<file path="config.mk">
export PLATFORM = sky130hd
export DESIGN_NAME = mbx_engine
export DESIGN_NICKNAME = d
export VERILOG_FILES = /design/src/rtl/mbx_pkg.sv /design/src/rtl/mbx_poll_timer.sv /design/src/rtl/mbx_cap_unit.sv /design/src/rtl/mbx_engine.sv
export SDC_FILE = /design/constraint.sdc
export NUM_CORES = 1
export LEC_CHECK = 0
export BUFFER_PORTS_ARGS = -buffer_cell sky130_fd_sc_hd__buf_2
export CAP_MARGIN = 20
export CORE_MARGIN = 10
export CORE_UTILIZATION = 47
export DETAILED_ROUTE_END_ITERATION = 10
export GPL_TIMING_DRIVEN = 0
export PLACE_DENSITY = 0.72
export SYNTH_ARGS = -nofsm -noshare
export SYNTH_HDL_FRONTEND = slang
export SYNTH_HIERARCHICAL = 1
export SYNTH_SLANG_ARGS = --single-unit
</file>
<file path="constraint.sdc">
create_clock -name clk -period 2.8 [get_ports clk]
set_input_delay 0.56 -clock clk [delete_from_list [all_inputs] [get_ports clk]]
set_output_delay 0.56 -clock clk [all_outputs]
set_load 0.02 [all_outputs]
</file>
<file path="src/rtl/mbx_pkg.sv">
package mbx_pkg;

    typedef enum logic [4:0] {
        S_IDLE,
        S_RD_CFLAG,
        S_RD_RFLAG,
        S_WR_PROG,
        S_RD_ID,
        S_RD_CODE,
        S_RD_LENH,
        S_RD_LENL,
        S_RD_D0,
        S_RD_D1,
        S_EXEC,
        S_WR_ID,
        S_WR_CODE,
        S_WR_STAT,
        S_WR_LENH,
        S_WR_LENL,
        S_WR_D0,
        S_WR_D1,
        S_WR_RFLAG,
        S_WR_CFLAG,
        S_POST
    } mbx_state_e;

    // flag values
    localparam logic [7:0] CFLAG_READY = 8'h80;
    localparam logic [7:0] RFLAG_IDLE  = 8'h00;
    localparam logic [7:0] RFLAG_BUSY  = 8'h02;
    localparam logic [7:0] RFLAG_DONE  = 8'h01;

    // command codes and reply status
    localparam logic [7:0] OP_SET_CAP  = 8'hD1;
    localparam logic [7:0] ST_OK       = 8'h00;
    localparam logic [7:0] ST_BAD_OP   = 8'h11;
    localparam logic [7:0] ST_BAD_LEN  = 8'h12;
    localparam logic [7:0] ST_INT_ERR  = 8'h15;

    // byte offsets inside each buffer
    localparam int OFS_FLAG = 0;
    localparam int OFS_ID   = 1;
    localparam int OFS_CODE = 2;
    localparam int OFS_STAT = 3;
    localparam int OFS_LENH = 4;
    localparam int OFS_LENL = 5;
    localparam int OFS_D0   = 6;
    localparam int OFS_D1   = 7;

    localparam logic [7:0] CTRL_ACTIVE = 8'h03;
    localparam logic [7:0] CAPT_NONE   = 8'h00;
    localparam logic [7:0] CAPT_USER   = 8'h02;

endpackage

</file>
<file path="src/rtl/mbx_poll_timer.sv">
module mbx_poll_timer #(
    parameter int POLL_CYCLES = 1000
) (
    input  logic clk,
    input  logic rst_n,
    input  logic en,
    input  logic stop,
    output logic tick,
    output logic halted
);
    localparam int CNT_W = (POLL_CYCLES > 2) ? $clog2(POLL_CYCLES) : 1;
    localparam logic [CNT_W-1:0] LAST = CNT_W'(POLL_CYCLES - 1);

    logic [CNT_W-1:0] cnt;

    always_ff @(posedge clk or negedge rst_n) begin
        if (!rst_n) begin
            cnt    <= '0;
            halted <= 1'b0;
        end else begin
            if (stop)
                halted <= 1'b1;
            if (!en || halted || stop)
                cnt <= '0;
            else if (cnt == LAST)
                cnt <= '0;
            else
                cnt <= cnt + 1'b1;
        end
    end

    assign tick = en && !halted && (cnt == LAST);

    AST_HALT_STICKY: assert property (@(posedge clk) disable iff (!rst_n)
        halted |=> halted);

endmodule

</file>
<file path="src/rtl/mbx_cap_unit.sv">
module mbx_cap_unit
    import mbx_pkg::*;
#(
    parameter int CAP_HARD = 10,
    parameter int CAP_SOFT = 20,
    parameter int CAP_CEIL = 100
) (
    input  logic        clk,
    input  logic        rst_n,
    input  logic        load,
    input  logic [15:0] value,
    output logic [15:0] cap_cur,
    output logic [7:0]  cap_type,
    output logic [15:0] cap_hard,
    output logic [15:0] cap_soft,
    output logic [15:0] cap_max
);
    localparam logic [15:0] HARD = 16'(CAP_HARD);
    localparam logic [15:0] SOFT = 16'(CAP_SOFT);
    localparam logic [15:0] CEIL = 16'(CAP_CEIL);

    logic [15:0] cap_nxt;
    logic [7:0]  type_nxt;

    always_comb begin
        if (value == 16'd0) begin
            type_nxt = CAPT_NONE;
            cap_nxt  = CEIL;
        end else begin
            type_nxt = CAPT_USER;
            if (value < HARD)
                cap_nxt = HARD;
            else if (value > CEIL)
                cap_nxt = CEIL;
            else
                cap_nxt = value;
        end
    end

    always_ff @(posedge clk or negedge rst_n) begin
        if (!rst_n) begin
            cap_cur  <= CEIL;
            cap_type <= CAPT_NONE;
        end else if (load) begin
            cap_cur  <= cap_nxt;
            cap_type <= type_nxt;
        end
    end

    assign cap_hard = HARD;
    assign cap_soft = SOFT;
    assign cap_max  = CEIL;

    AST_CAP_WINDOW: assert property (@(posedge clk) disable iff (!rst_n)
        (cap_cur >= HARD) && (cap_cur <= CEIL));
    AST_CLEAR_TO_CEIL: assert property (@(posedge clk) disable iff (!rst_n)
        (load && value == 16'd0) |=> (cap_type == CAPT_NONE) && (cap_cur == CEIL));
    AST_HOLD_NO_LOAD: assert property (@(posedge clk) disable iff (!rst_n)
        !load |=> $stable(cap_cur) && $stable(cap_type));

endmodule

</file>
<file path="src/rtl/mbx_engine.sv">
module mbx_engine
    import mbx_pkg::*;
#(
    parameter int              ADDR_W      = 16,
    parameter int              POLL_CYCLES = 1000,
    parameter logic [ADDR_W-1:0] CMD_BASE  = 16'h0B80,
    parameter logic [ADDR_W-1:0] RSP_OFS   = 16'h0100,
    parameter int              CAP_HARD    = 10,
    parameter int              CAP_SOFT    = 20,
    parameter int              CAP_CEIL    = 100
) (
    input  logic              clk,
    input  logic              rst_n,
    output logic              mem_req,
    output logic              mem_we,
    output logic [ADDR_W-1:0] mem_addr,
    output logic [7:0]        mem_wdata,
    input  logic              mem_ready,
    input  logic [7:0]        mem_rdata,
    input  logic              mem_err,
    output logic              msg_post,
    output logic [15:0]       cap_cur,
    output logic [7:0]        cap_type,
    output logic [15:0]       cap_hard_min,
    output logic [15:0]       cap_soft_min,
    output logic [15:0]       cap_max,
    output logic [7:0]        ctrl_state
);
    localparam logic [ADDR_W-1:0] RSP_BASE = CMD_BASE + RSP_OFS;

    mbx_state_e state, nxt;

    logic       tick, halted;
    logic       acc_ok, acc_err;
    logic       int_err, len_ok;
    logic [7:0] req_id, op_code, len_h, val_h, val_l, status, status_calc;
    logic       has_data, cap_load;

    assign acc_ok  = mem_req && mem_ready && !mem_err;
    assign acc_err = mem_req && mem_ready && mem_err;

    mbx_poll_timer #(.POLL_CYCLES(POLL_CYCLES)) u_timer (
        .clk    (clk),
        .rst_n  (rst_n),
        .en     (state == S_IDLE),
        .stop   (acc_err),
        .tick   (tick),
        .halted (halted)
    );

    mbx_cap_unit #(.CAP_HARD(CAP_HARD), .CAP_SOFT(CAP_SOFT), .CAP_CEIL(CAP_CEIL)) u_cap (
        .clk      (clk),
        .rst_n    (rst_n),
        .load     (cap_load),
        .value    ({val_h, val_l}),
        .cap_cur  (cap_cur),
        .cap_type (cap_type),
        .cap_hard (cap_hard_min),
        .cap_soft (cap_soft_min),
        .cap_max  (cap_max)
    );

    assign ctrl_state = CTRL_ACTIVE;

    // reply classification
    always_comb begin
        if (int_err)
            status_calc = ST_INT_ERR;
        else if (op_code != OP_SET_CAP)
            status_calc = ST_BAD_OP;
        else if (!len_ok)
            status_calc = ST_BAD_LEN;
        else
            status_calc = ST_OK;
    end
    assign has_data = !int_err && (op_code == OP_SET_CAP);
    assign cap_load = (state == S_EXEC) && (status_calc == ST_OK);

    // state register
    always_ff @(posedge clk or negedge rst_n) begin
        if (!rst_n)
            state <= S_IDLE;
        else
            state <= nxt;
    end

    // next-state logic
    always_comb begin
        nxt = state;
        unique case (state)
            S_IDLE:     if (tick) nxt = S_RD_CFLAG;
            S_RD_CFLAG: if (acc_ok) nxt = (mem_rdata == CFLAG_READY) ? S_RD_RFLAG : S_IDLE;
            S_RD_RFLAG: if (acc_ok) nxt = (mem_rdata == RFLAG_IDLE) ? S_WR_PROG : S_RD_ID;
            S_WR_PROG:  if (acc_ok) nxt = S_IDLE;
            S_RD_ID:    if (acc_ok) nxt = S_RD_CODE;
            S_RD_CODE:  if (acc_ok) nxt = (int_err || mem_rdata != OP_SET_CAP) ? S_EXEC : S_RD_LENH;
            S_RD_LENH:  if (acc_ok) nxt = S_RD_LENL;
            S_RD_LENL:  if (acc_ok) nxt = (len_h == 8'd0 && mem_rdata == 8'd2) ? S_RD_D0 : S_EXEC;
            S_RD_D0:    if (acc_ok) nxt = S_RD_D1;
            S_RD_D1:    if (acc_ok) nxt = S_EXEC;
            S_EXEC:     nxt = S_WR_ID;
            S_WR_ID:    if (acc_ok) nxt = S_WR_CODE;
            S_WR_CODE:  if (acc_ok) nxt = S_WR_STAT;
            S_WR_STAT:  if (acc_ok) nxt = S_WR_LENH;
            S_WR_LENH:  if (acc_ok) nxt = S_WR_LENL;
            S_WR_LENL:  if (acc_ok) nxt = has_data ? S_WR_D0 : S_WR_RFLAG;
            S_WR_D0:    if (acc_ok) nxt = S_WR_D1;
            S_WR_D1:    if (acc_ok) nxt = S_WR_RFLAG;
            S_WR_RFLAG: if (acc_ok) nxt = S_WR_CFLAG;
            S_WR_CFLAG: if (acc_ok) nxt = S_POST;
            S_POST:     nxt = S_IDLE;
            default:    nxt = S_IDLE;
        endcase
        if (acc_err)
            nxt = S_IDLE;
    end

    // captured command fields
    always_ff @(posedge clk or negedge rst_n) begin
        if (!rst_n) begin
            int_err <= 1'b0;
            len_ok  <= 1'b0;
            req_id  <= '0;
            op_code <= '0;
            len_h   <= '0;
            val_h   <= '0;
            val_l   <= '0;
            status  <= '0;
        end else begin
            unique case (state)
                S_RD_CFLAG: if (acc_ok) begin
                    int_err <= 1'b0;
                    len_ok  <= 1'b0;
                end
                S_RD_RFLAG: if (acc_ok) int_err <= (mem_rdata != RFLAG_BUSY);
                S_RD_ID:    if (acc_ok) req_id  <= mem_rdata;
                S_RD_CODE:  if (acc_ok) op_code <= mem_rdata;
                S_RD_LENH:  if (acc_ok) len_h   <= mem_rdata;
                S_RD_LENL:  if (acc_ok) len_ok  <= (len_h == 8'd0) && (mem_rdata == 8'd2);
                S_RD_D0:    if (acc_ok) val_h   <= mem_rdata;
                S_RD_D1:    if (acc_ok) val_l   <= mem_rdata;
                S_EXEC:     status <= status_calc;
                default: ;
            endcase
        end
    end

    // outputs
    always_comb begin
        mem_req   = 1'b0;
        mem_we    = 1'b0;
        mem_addr  = CMD_BASE;
        mem_wdata = 8'h00;
        msg_post  = 1'b0;
        unique case (state)
            S_RD_CFLAG: begin mem_req = 1'b1; mem_addr = CMD_BASE + ADDR_W'(OFS_FLAG); end
            S_RD_RFLAG: begin mem_req = 1'b1; mem_addr = RSP_BASE + ADDR_W'(OFS_FLAG); end
            S_WR_PROG:  begin mem_req = 1'b1; mem_we = 1'b1; mem_addr = RSP_BASE + ADDR_W'(OFS_FLAG); mem_wdata = RFLAG_BUSY; end
            S_RD_ID:    begin mem_req = 1'b1; mem_addr = CMD_BASE + ADDR_W'(OFS_ID); end
            S_RD_CODE:  begin mem_req = 1'b1; mem_addr = CMD_BASE + ADDR_W'(OFS_CODE); end
            S_RD_LENH:  begin mem_req = 1'b1; mem_addr = CMD_BASE + ADDR_W'(OFS_LENH); end
            S_RD_LENL:  begin mem_req = 1'b1; mem_addr = CMD_BASE + ADDR_W'(OFS_LENL); end
            S_RD_D0:    begin mem_req = 1'b1; mem_addr = CMD_BASE + ADDR_W'(OFS_D0); end
            S_RD_D1:    begin mem_req = 1'b1; mem_addr = CMD_BASE + ADDR_W'(OFS_D1); end
            S_WR_ID:    begin mem_req = 1'b1; mem_we = 1'b1; mem_addr = RSP_BASE + ADDR_W'(OFS_ID);   mem_wdata = req_id; end
            S_WR_CODE:  begin mem_req = 1'b1; mem_we = 1'b1; mem_addr = RSP_BASE + ADDR_W'(OFS_CODE); mem_wdata = op_code; end
            S_WR_STAT:  begin mem_req = 1'b1; mem_we = 1'b1; mem_addr = RSP_BASE + ADDR_W'(OFS_STAT); mem_wdata = status; end
            S_WR_LENH:  begin mem_req = 1'b1; mem_we = 1'b1; mem_addr = RSP_BASE + ADDR_W'(OFS_LENH); mem_wdata = 8'h00; end
            S_WR_LENL:  begin mem_req = 1'b1; mem_we = 1'b1; mem_addr = RSP_BASE + ADDR_W'(OFS_LENL); mem_wdata = has_data ? 8'd2 : 8'd0; end
            S_WR_D0:    begin mem_req = 1'b1; mem_we = 1'b1; mem_addr = RSP_BASE + ADDR_W'(OFS_D0);   mem_wdata = cap_cur[15:8]; end
            S_WR_D1:    begin mem_req = 1'b1; mem_we = 1'b1; mem_addr = RSP_BASE + ADDR_W'(OFS_D1);   mem_wdata = cap_cur[7:0]; end
            S_WR_RFLAG: begin mem_req = 1'b1; mem_we = 1'b1; mem_addr = RSP_BASE + ADDR_W'(OFS_FLAG); mem_wdata = RFLAG_DONE; end
            S_WR_CFLAG: begin mem_req = 1'b1; mem_we = 1'b1; mem_addr = CMD_BASE + ADDR_W'(OFS_FLAG); mem_wdata = 8'h00; end
            S_POST:     msg_post = 1'b1;
            default: ;
        endcase
    end

    AST_REQ_HOLD: assert property (@(posedge clk) disable iff (!rst_n)
        (mem_req && !mem_ready) |=> mem_req && $stable(mem_addr) && $stable(mem_we) && $stable(mem_wdata));
    AST_POST_PULSE: assert property (@(posedge clk) disable iff (!rst_n)
        msg_post |=> !msg_post);
    AST_POST_AFTER_CLEAR: assert property (@(posedge clk) disable iff (!rst_n)
        msg_post |-> $past(mem_req && mem_we && mem_addr == CMD_BASE && mem_wdata == 8'h00));
    AST_HALT_QUIET: assert property (@(posedge clk) disable iff (!rst_n)
        halted |-> !mem_req);

endmodule

</file>
== Word level (Yosys, flattened, before mapping) ==
Cells that the tools add are included.
Word-level totals
  register bits after elaboration: 90
  bits in latches: 0
  bits in writable memories: 0
  memory bits (read-only): 0
  output and inout bits: 107
  memories kept: 0
Operators by class
  add/sub/neg operators: 1
  multiply operators: 0
  divide/modulo/power cells: 0
  $lt $le $gt $ge: 2
  equal/unequal tests: 49
  shifts and indexed selects: 0
  muxes and demuxes: 46
  bitwise operators: 0
  reduce and logical (&&, ||, !) cells: 33
Operators by type and width (count)
  case mux 11 bit (14 select lines): 1
  2-to-1 mux 5 bit: 22
  case mux 5 bit (20 select lines): 1
  case mux 8 bit (8 select lines): 1
  inequality test 3 x 2 -> 1 bit (second input constant): 18
  2-to-1 mux 16 bit: 3
  == test 5 x 4 -> 1 bit (second input constant): 8
  == test 5 bit (second input constant): 5
  logical NOT 8 bit: 3
  == test 5 x 3 -> 1 bit (second input constant): 4
  2-to-1 mux 10 bit: 2
  AND reduction 19 bit: 1
  OR reduction 18 bit: 1
  == test 8 bit (second input constant): 2
  greater-than comparator 16 x 7 -> 1 bit (second input constant): 1
  logical NOT 16 bit: 1
  less-than comparator 16 x 4 -> 1 bit (second input constant): 1
  inequality test 8 bit (second input constant): 2
  adder 10 x 1 -> 10 bit (second input constant): 1
  == test 10 bit (second input constant): 1
  == test 5 x 2 -> 1 bit (second input constant): 2
  2-to-1 mux 2 bit: 5
  AND reduction 2 bit: 5
  OR reduction 10 bit: 1
  other kinds (17): 39

== Longest topological paths before layout ==
Gate-level depths: netlist of the first run.
  depth in word-level cells: 8
  mapped depth: 9
  depth with buffers taken out: 8

== Cells and area by module ==
The synthesis of the first run kept the hierarchy.
By module, submodules not included
  mbx_engine: times used 1, cells each 276, area an instance 2870.3 um^2
  mbx_cap_unit: times used 1, cells each 123, area an instance 1164.9 um^2
  mbx_poll_timer: times used 1, cells each 55, area an instance 550.5 um^2

== Least setup slack after synthesis of the first run ==
Ideal clock, no wire load.
  path kind: register to output
  from: register state[3]
  to: output port mem_addr[9]
  arrival time: 1754 ps
  required time: 2240 ps
  path slack: 486 ps
  cell stages (with the launch flop): 6
  path buffers: 2
  cell sequence: dfrtp_1 clkbuf_1 nand2_1 o22ai_1 inv_1 buf_4
On the way
  longest elaborated chain between the ends: 3
Ends and longest elaborated chain
  start, declared: line mbx_engine.sv:31  | mbx_state_e state, nxt;
  start signal, assigned: line mbx_engine.sv:84  | state <= nxt;
  == test 5 x 2 -> 1 bit or == test 5 bit (tied branches): line mbx_engine.sv:155  | unique case (state)
  OR reduction 3 bit (no source line)
  case mux 11 bit (14 select lines) (*): line mbx_engine.sv:155
  end, declared: line mbx_engine.sv:16  | output logic [ADDR_W-1:0] mem_addr,
Every way passes the cells marked *; elsewhere a longest branch is shown, timed or not.

== Worst setup path in the final report of the first run ==
  from: register state[0]
  to: output port mem_wdata[4]
On the way
  longest elaborated chain between the ends: 2
Ends and longest elaborated chain
  == test 5 bit, or another cell as far along: line mbx_engine.sv:155
  case mux 8 bit (8 select lines) (*): line mbx_engine.sv:155
  end, declared: line mbx_engine.sv:17  | output logic [7:0] mem_wdata,
Marks and branches as above.

==> results.sh, run 1 <==
export IMPL_outcome="finished clean"
export IMPL_place_detailed_hpwl_mm=8.71
export IMPL_rsz0062_at_grt="false"
export IMPL_cp_max_fo=10
export IMPL_finalHoldViolations=0
export IMPL_port_buffers=45
export IMPL_fin_util_pct=58.5
export IMPL_grt_pass1_wl_mm=18.5
export IMPL_dr_pass1_iters=5
export IMPL_cp_data_arrival_time_ns=2.14
export IMPL_antenna_found_initial=0
export IMPL_cts_buffer_depth=2
export IMPL_netlist_area_um2=4590
export IMPL_gp_congestion=0.862
export IMPL_ys_warn_count=6
export IMPL_drc_errors=0
export IMPL_diodes=0
export IMPL_async_flop_share_pct=100
export IMPL_cts_tree="built"
export IMPL_cts_hold_buf=0
export IMPL_cp_start_kind="flip-flop"
export IMPL_yosysTopAreaCellShare_pct=41.5
export IMPL_required_ns=2.24
export IMPL_ys_ff_latch=79
export IMPL_avgRoutedWirePerCell_um=16.1
export IMPL_grt_pass1_vias=3533
export IMPL_drt_wl_total_mm=11.5
export IMPL_finalCritPeriodShare_pct=96.3
export IMPL_io_pins=119
export IMPL_clkTransAtPathRegs_ns=0.08
export IMPL_design_power_total_mw=3.30
export IMPL_antenna_left=0
export IMPL_power_density_nw_per_um2=601
export IMPL_setup_violations=0
export IMPL_yosys_area_top_type="dfrtp_1"
export IMPL_syn_avg_cell_area_um2=10.1
export IMPL_initial_core_util_pct=48.9
export IMPL_die_x_um=119
export IMPL_ir_drop_v=0.000367
export IMPL_max_freq_mhz=371
export IMPL_cts_buffers=9
export IMPL_end_kind="output port"
export IMPL_die_h_um=119
export IMPL_reg2reg_depth=8
export IMPL_setup_tns_ns=0
export IMPL_drive_above_1_share_pct=36.0
export IMPL_power_leakage_nw=2.86
export IMPL_synth_edf_count=0
export IMPL_grt_use_total_pct=16.0
export IMPL_synthTopCellsByArea="dfrtp_1, buf_4, mux2_2"
export IMPL_drt_iter0_drc=196
export IMPL_min_path_type="input port to async pin"
export IMPL_viasPerCell=5.07
export IMPL_nFillCells=877
export IMPL_nets=592
export IMPL_area_delta_synth_final_pct=19.6
export IMPL_vias=3615
export IMPL_whs_ns=0.0512
export IMPL_seq_area_frac_synth_pct=43.2
export IMPL_critical_path_class="flip-flop to output port"
export IMPL_synthesis_instances=454
export IMPL_ys_types=73
export IMPL_fin_crit_ns=2.70
export IMPL_grt_max_degree=66
export IMPL_synthFlopType="dfrtp_1"
export IMPL_overflow=0
export IMPL_dieArea_um2=14100
export IMPL_clock_latency_ns=0.37
export IMPL_row_count=35
export IMPL_clkSinkCount=79
export IMPL_skew_ns=0.0107
export IMPL_cts_root_buf="clkbuf_8"
export IMPL_report_final_slew_viol_count=0
export IMPL_core_um2=9370
export IMPL_cts_max_level=3
export IMPL_cap_violations=0
==> placed cells by master, fill, tap and decap left out, drive strengths merged, types with 10 or more instances in the layout <==
master and instances:
buf 128, dfrtp 76, conb 73, mux2 43
nand2 35, nor2 27, a22oi 17, clkbuf 17
nand3 14, inv 13, nor2b 12, nor3 10
o21ai 10
==> routing by layer <==
metal	vias up	part of all wire, %	wire length [µm]	track usage [%]
met5	-	0	0	0
met4	0	1.7	199	5.27
met3	18	7.3	835	4.47
met2	138	49	5600	26.9
met1	1741	42	4830	19.2
li1	1718	-	-	-
==> final timing paths <==
| path | from | endpoint | slack (ns) |
|---|---|---|---|
| worst min register to register | req_id[6] | req_id[6] | 0.50 |
| worst min-delay path | rst_n | u_cap/cap_cur[9] | 0.05 |
| max in group asynchronous | rst_n | u_cap/cap_cur[2] | 2.15 |
| worst max-delay path | state[0] | mem_wdata[4] | 0.10 |
| worst max register to register | state[2] | state[0] | 0.52 |
| min in group clk | mem_ready | state[1] | 0.50 |
==> per-stage QoR <==
stage | instances | area (µm²) | setup slack [ns]
finish | 713 | 5480 | 0.105
global route | 713 | 5480 | 0.00268
CTS | 714 | 5480 | 0.0304
detailed placement | 698 | 5260 | 0.208
global placement | 697 | 5230 | 0.190
floorplan | 523 | 4840 | 0.486
==> layout make-up <==
| class | count | area, µm² | area share [%] |
|---|---|---|---|
| Clock inverter | 6 | 52.6 | 0.958 |
| Tap cell | 129 | 161 | 2.94 |
| Multi-Input combinational cell | 344 | 2230 | 40.6 |
| Inverter | 10 | 37.5 | 0.685 |
| Sequential cell | 79 | 1980 | 36.1 |
| Clock buffer | 10 | 138 | 2.51 |
| Timing Repair Buffer | 48 | 270 | 4.93 |
| Buffer | 87 | 614 | 11.2 |
==> synth_stat cells (all sizes together) (3+ instances only) <==
master and count:
and3 3, nand2 35, clkbuf 10, a22oi 17, conb 4, nand4 8, nor3 10, dfstp 3
mux2 43, xnor2 3, o21ai 10, o22ai 6, a21oi 6, or4 4, o22a 3, a31oi 6
nor4 9, buf 80, dfrtp 76, or2 3, and2 3, or3 4, xor2 4, nor2b 12
a21o 3, inv 10, nand2b 5, nor2 27, nand3 14
==> report_power, final <==
group	leakage [nW]	switching (mW)	total, mW	internal, mW
clock network	0.0914	0.453	0.812	0.360
logic	1.69	0.636	1.07	0.431
registers	1.08	0.123	1.42	1.30
==> what timing repair did <==
| item | 4_1_cts | 5_1_grt |
|---|---|---|
| gates resized for setup | 7 | 4 |
| setup endpoints to repair | 8 | 8 |
| pin swaps | 1 | 0 |
| setup buffers | 2 | 0 |
==> registers in the layout, indices dropped and copies added, names as in the netlist <==
name            cells
int_err             1
len_h               8
len_ok              1
op_code             8
req_id              8
state               5
status              4
u_cap/cap_cur      16
u_cap/cap_type      1
u_timer/cnt        10
u_timer/halted      1
val_h               8
val_l               8
==> kinds of logic (layout without fill, tap and decap cells) <==
kind of cell,count (synthesis),count (layout),synth area share [%]
AO/OA/AOI/OAI,71,71,11.1
XOR/XNOR,7,7,1.34
other,4,73,0.327
AND/OR/NAND/NOR,149,149,18.9
flip-flops,79,79,43.2
adder cells (fa/ha/maj),1,1,0.273
multiplexers,43,43,10.6
buffers and inverters,100,161,14.3
==> critical path, cell delays in order (launching register included) <==
cell	delay, ns
dfrtp_1	0.36
buf_2	0.19
nor3_4	0.31
and3_1	0.22
buf_1	0.28
a22oi_1	0.16
nand3_1	0.10
buf_2	0.16
Note: power is estimated with default switching activity, not from simulation.
==> run 2: changes to the inputs <==
==> constraint.sdc (replaced) <==
create_clock -name clk -period 2.8 [get_ports clk]
set_input_delay 0.14 -clock clk [delete_from_list [all_inputs] [get_ports clk]]
set_output_delay 0.14 -clock clk [all_outputs]
set_load 0.02 [all_outputs]
==> results.sh, run 2 (synthesis gave the netlist of run 1 again) <==
export IMPL_path_cells="clkbuf_1, or3b_1, clkbuf_1, nor2_2, a22oi_1, o211ai_1, buf_2"
export IMPL_die_h_um=119
export IMPL_cts_max_level=3
export IMPL_initial_core_util_pct=48.9
export IMPL_antenna_left=0
export IMPL_avgRoutedWirePerCell_um=16.1
export IMPL_post_cts_setup_buffers=0
export IMPL_seq_power_share_pct=43.0
export IMPL_tightestPinTransition_ns=0.521
export IMPL_cts_hold_buf=1
export IMPL_fin_crit_ns=2.58
export IMPL_min_path_type="input port to flip-flop"
export IMPL_slew_headroom_pct=65.3
export IMPL_port_buffers=45
export IMPL_reg2reg_depth=9
export IMPL_cts_buffers=9
export IMPL_use_met1_pct=19.1
export IMPL_diodes=0
export IMPL_combPwrFrac_pct=32.4
export IMPL_layout_commonest_cell="dfrtp_1"
export IMPL_io_pins=119
export IMPL_cts_buffer_depth=2
export IMPL_grt_use_total_pct=15.9
export IMPL_dr_pass1_iters=5
export IMPL_max_freq_mhz=388
export IMPL_cp_max_fo=9
export IMPL_ir_drop_v=0.000366
export IMPL_row_count=35
export IMPL_finalHoldViolations=0
export IMPL_cap_violations=0
export IMPL_power_leakage_nw=2.84
export IMPL_die_x_um=119
export IMPL_place_detailed_hpwl_mm=8.71
export IMPL_grt_pass1_wl_mm=18.4
export IMPL_gp_congestion=0.862
export IMPL_min_path_cells=4
export IMPL_swShare_pct=36.6
export IMPL_skew_ns=0.00949
export IMPL_reg_top3="u_cap/cap_cur: 16 flops, u_timer/cnt: 10 flops"
export IMPL_antenna_found_initial=0
export IMPL_required_ns=2.66
export IMPL_slowest_stage="nor2_2"
export IMPL_drt_wl_total_mm=11.5
export IMPL_hp_start="mem_ready"
export IMPL_cp_data_arrival_time_ns=2.44
export IMPL_ff2ff_setup_slack_ns=0.47
export IMPL_vias=3608
export IMPL_power_share_clock_pct=24.7
export IMPL_dieArea_um2=14100
export IMPL_clkTransAtPathRegs_ns=0.08
export IMPL_rr_endpoint="state[0]"
export IMPL_p_int_mw=2.08
export IMPL_design_power_total_mw=3.28
export IMPL_final_cell_mix="dfrtp_1, buf_4, conb_1, buf_2, mux2_2"
export IMPL_use_met3_pct=4.47
export IMPL_drt_iter0_drc=190
export IMPL_r2r_start="state[2]"
export IMPL_cts_tree="built"
export IMPL_clkSinkCount=79
export IMPL_area_delta_synth_final_pct=19.1
export IMPL_grt_max_degree=66
export IMPL_critical_path_class="flip-flop to output port"
export IMPL_report_final_slew_viol_count=0
export IMPL_end_kind="output port"
export IMPL_setup_violations=0
export IMPL_viasPerCell=5.05
export IMPL_regMostFlops="u_cap/cap_cur"
export IMPL_outcome="finished clean"
export IMPL_cts_root_buf="clkbuf_8"
export IMPL_clock_latency_ns=0.36
export IMPL_setup_tns_ns=0
export IMPL_crit_top_cell="clkbuf_1"
export IMPL_drive_above_1_share_pct=34.5
export IMPL_busiest_layer="met2"
export IMPL_overflow=0
export IMPL_nets=594
export IMPL_core_um2=9370
export IMPL_grt_pass1_vias=3531
export IMPL_largest_reg_flops=16
export IMPL_cts_resized=0
export IMPL_grt_use_met2_pct=26.9
export IMPL_worst_hold_path_endpoint="state[1]"
export IMPL_slowest_delay_ns=0.41
export IMPL_drc_errors=0
export IMPL_cp_start_kind="flip-flop"
export IMPL_power_density_nw_per_um2=601
export IMPL_finalCritPeriodShare_pct=92.1
export IMPL_p_sw_mw=1.20
export IMPL_rsz0062_at_grt="false"
-- run 2: cell count changes in the layout (fill, tap and decap cells not counted), sizes merged --
cell,change
clkbuf,+3
buf,-2
dlygate4sd3,+1
-- run 2: per-stage QoR --
stage               instances  area [µm²]  utilization, %  hold slack (ns)  setup slack (ns)
CTS                       715        5460            58.3           0.0673             0.213
finish                    715        5460            58.3           0.0845             0.220
global placement          697        5230            55.8            0.457             0.545
detailed placement        698        5260            56.1           0.0228             0.532
global route              715        5460            58.3           0.0949            0.0292
floorplan                 523        4840               -           -0.156             0.906
-- run 2: area by class of cell --
class / count / area (µm²)
buffer: 90 / 619
timing repair buffer: 47 / 265
tap: 129 / 161
multi-input combinational: 344 / 2210
clock inverter: 6 / 52.6
clock buffer: 10 / 138
fill: 878 / 3910
inverter: 10 / 37.5
sequential: 79 / 1980
-- run 2: metal layers --
| metal | routed length (µm) | vias up |
|---|---|---|
| li1 | - | 1718 |
| met1 | 4880 | 1731 |
| met2 | 5620 | 146 |
| met3 | 836 | 13 |
| met4 | 163 | 0 |
| met5 | 0 | - |
-- run 2: worst max path at each step --
stage | to | depth (start not counted) | slack, ns | start
floorplan | mem_addr[9] | 5 | 0.91 | state[3]
global placement | state[0] | 9 | 0.55 | state[2]
detailed placement | u_cap/cap_cur[3] | 7 | 0.53 | state[1]
CTS | mem_wdata[0] | 7 | 0.21 | state[2]
global route | mem_wdata[1] | 8 | 0.03 | state[2]
finish | mem_wdata[0] | 7 | 0.22 | state[2]
-- run 2: critical path: cells and delay by family (launching register included) --
| family | cells | cell delay (ns) |
|---|---|---|
| and+or+nand+nor | 2 | 0.81 |
| DFF | 1 | 0.36 |
| AOI/OAI and AO/OA | 2 | 0.29 |
| buffers and inverters | 3 | 0.61 |
-- run 2: power by group through the flow --
stage	Clock (mW)	Combinational [mW]	Sequential, mW
3_3_place_gp	0	1.02	1.42
6_report	0.810	1.06	1.41
3_5_place_dp	0	1.05	1.43
2_1_floorplan	0	0.821	1.39
5_1_grt	0.875	1.16	1.43
4_1_cts	0.835	1.05	1.41
==> run 3: changes to the inputs <==
--- a/config.mk
+++ b/config.mk
@@ -7,11 +7,12 @@
 export LEC_CHECK = 0
 export BUFFER_PORTS_ARGS = -buffer_cell sky130_fd_sc_hd__buf_2
 export CAP_MARGIN = 20
+export CORE_ASPECT_RATIO = 1.75
 export CORE_MARGIN = 10
-export CORE_UTILIZATION = 47
+export CORE_UTILIZATION = 58
 export DETAILED_ROUTE_END_ITERATION = 10
 export GPL_TIMING_DRIVEN = 0
-export PLACE_DENSITY = 0.72
+export PLACE_DENSITY = 0.86
 export SYNTH_ARGS = -nofsm -noshare
 export SYNTH_HDL_FRONTEND = slang
 export SYNTH_HIERARCHICAL = 1
==> results.sh, run 3 (synthesis gave the netlist of run 1 again) <==
export IMPL_swShare_pct=34.4
export IMPL_grt_max_degree=70
export IMPL_overflow=0
export IMPL_min_path_type="input port to flip-flop"
export IMPL_nets=594
export IMPL_cap_violations=0
export IMPL_reg_top3="u_cap/cap_cur: 16 flops, u_timer/cnt: 10 flops"
export IMPL_drc_errors=0
export IMPL_outcome="finished clean"
export IMPL_grt_pass1_wl_mm=18.3
export IMPL_busiest_layer="met2"
export IMPL_place_ws_ns=0.501
export IMPL_cts_hold_buf=1
export IMPL_end_kind="output port"
export IMPL_finalHoldViolations=0
export IMPL_regMostFlops="u_cap/cap_cur"
export IMPL_p_sw_mw=1.23
export IMPL_drive_above_1_share_pct=34.1
export IMPL_p_int_mw=2.34
export IMPL_core_um2=7620
export IMPL_seq_power_share_pct=39.6
export IMPL_critical_path_top_delay_family="buffers and inverters"
export IMPL_cts_tree="built"
export IMPL_cts_resized=0
export IMPL_die_x_um=87.2
export IMPL_port_buffers=45
export IMPL_largest_reg_flops=16
export IMPL_slowest_stage="clkbuf_1"
export IMPL_worst_slack_ns=0.282
export IMPL_skew_ns=0.00662
export IMPL_grt_use_total_pct=19.2
export IMPL_gp_congestion=0.940
export IMPL_fin_crit_ns=2.52
export IMPL_cts_root_buf="clkbuf_16"
export IMPL_rsz0062_at_grt="false"
export IMPL_nFillCells=599
export IMPL_cts_max_level=3
export IMPL_seqCellArea_um2=1980
export IMPL_cp_max_fo=9
export IMPL_critical_path_class="flip-flop to output port"
export IMPL_path_cells="clkbuf_1, nor2b_1, clkbuf_1, and2_1, clkbuf_1, a22oi_1, o211ai_1, buf_2"
export IMPL_io_pins=119
export IMPL_dr_pass1_iters=5
export IMPL_grt_use_met2_pct=33.1
export IMPL_layout_commonest_cell="dfrtp_1"
export IMPL_final_cell_mix="dfrtp_1, buf_4, conb_1, buf_2, mux2_2"
export IMPL_critPathBufInv=4
export IMPL_initial_core_util_pct=60.2
export IMPL_area_delta_synth_final_pct=19.7
export IMPL_row_count=42
export IMPL_max_freq_mhz=397
export IMPL_die_h_um=138
export IMPL_place_detailed_hpwl_mm=9.09
export IMPL_cp_data_arrival_time_ns=2.38
export IMPL_placed_cells=657
export IMPL_final_cells=674
export IMPL_cts_buffers=9
export IMPL_use_met1_pct=19.7
export IMPL_grt_pass1_vias=3730
export IMPL_dieArea_um2=12000
export IMPL_use_met3_pct=6.86
export IMPL_antenna_left=0
export IMPL_drt_iter0_drc=251
export IMPL_setup_tns_ns=0
export IMPL_crit_top_cell="clkbuf_1"
export IMPL_diodes=0
export IMPL_ir_drop_v=0.000625
export IMPL_cp_start_kind="flip-flop"
export IMPL_clkSinkCount=79
export IMPL_power_density_nw_per_um2=651
export IMPL_combPwrFrac_pct=30.6
export IMPL_multi_input_area_um2=2210
export IMPL_post_cts_setup_buffers=0
export IMPL_power_share_clock_pct=29.7
export IMPL_slowest_delay_ns=0.41
export IMPL_viasPerCell=5.44
export IMPL_power_leakage_nw=2.88
export IMPL_cts_buffer_depth=2
export IMPL_drt_wl_total_mm=11.8
export IMPL_clock_latency_ns=0.34
export IMPL_required_ns=2.66
export IMPL_vias=3669
export IMPL_tightestPinTransition_ns=0.562
export IMPL_avgRoutedWirePerCell_um=17.4
export IMPL_setup_violations=0
export IMPL_report_final_slew_viol_count=0
export IMPL_clkTransAtPathRegs_ns=0.06
export IMPL_slew_headroom_pct=62.2
export IMPL_antenna_found_initial=0
export IMPL_finalCritPeriodShare_pct=89.9
-- run 3: layer usage --
layer | up-vias | share of wire, %
met5 | - | 0
met4 | 0 | 3.3
met3 | 33 | 8.5
met2 | 157 | 53
met1 | 1748 | 36
li1 | 1731 | -
-- run 3: power groups by stage --
stage	logic, mW	registers [mW]	clock network (mW)
5_1_grt	1.20	1.43	1.12
2_1_floorplan	0.821	1.39	0
6_report	1.09	1.42	1.06
3_3_place_gp	1.04	1.42	0
3_5_place_dp	1.07	1.43	0
4_1_cts	1.07	1.41	1.07
-- run 3: through the flow --
step	util, %	hold WS [ns]	instance area (µm²)	power, mW
floorplan	-	-0.156	4840	2.21
global placement	68.0	0.459	5180	2.46
detailed placement	68.4	-0.00548	5210	2.50
CTS	72.0	0.118	5490	3.56
global route	72.0	0.152	5490	3.75
finish	72.0	0.138	5490	3.57
-- run 3: final timing paths --
check / startpoint / slack, ns / to / cells after the start
min in group asynchronous: rst_n / 0.19 / u_timer/cnt[6] / 2
min: mem_ready / 0.14 / state[1] / 4
min reg2reg: u_timer/halted / 0.50 / u_timer/halted / 1
max in group asynchronous: rst_n / 1.99 / u_cap/cap_cur[5] / 3
max: state[2] / 0.28 / mem_wdata[0] / 8
max reg2reg: state[2] / 0.47 / state[0] / 9
-- run 3: tightest hold or removal path, stage by stage --
cell and delay (ns):
buf_2 0.12, nor2_1 0.05, nand2_1 0.06, o21ai_1 0.06
-- run 3: cell type report --
class                           count  share of cell area [%]
Multi-Input combinational cell    344                    40.2
Sequential cell                    79                    36.1
Buffer                             90                    11.3
Timing Repair Buffer               47                    4.83
Clock buffer                       12                    4.49
Tap cell                           88                    2.01
Inverter                           10                   0.684
Clock inverter                      4                   0.410
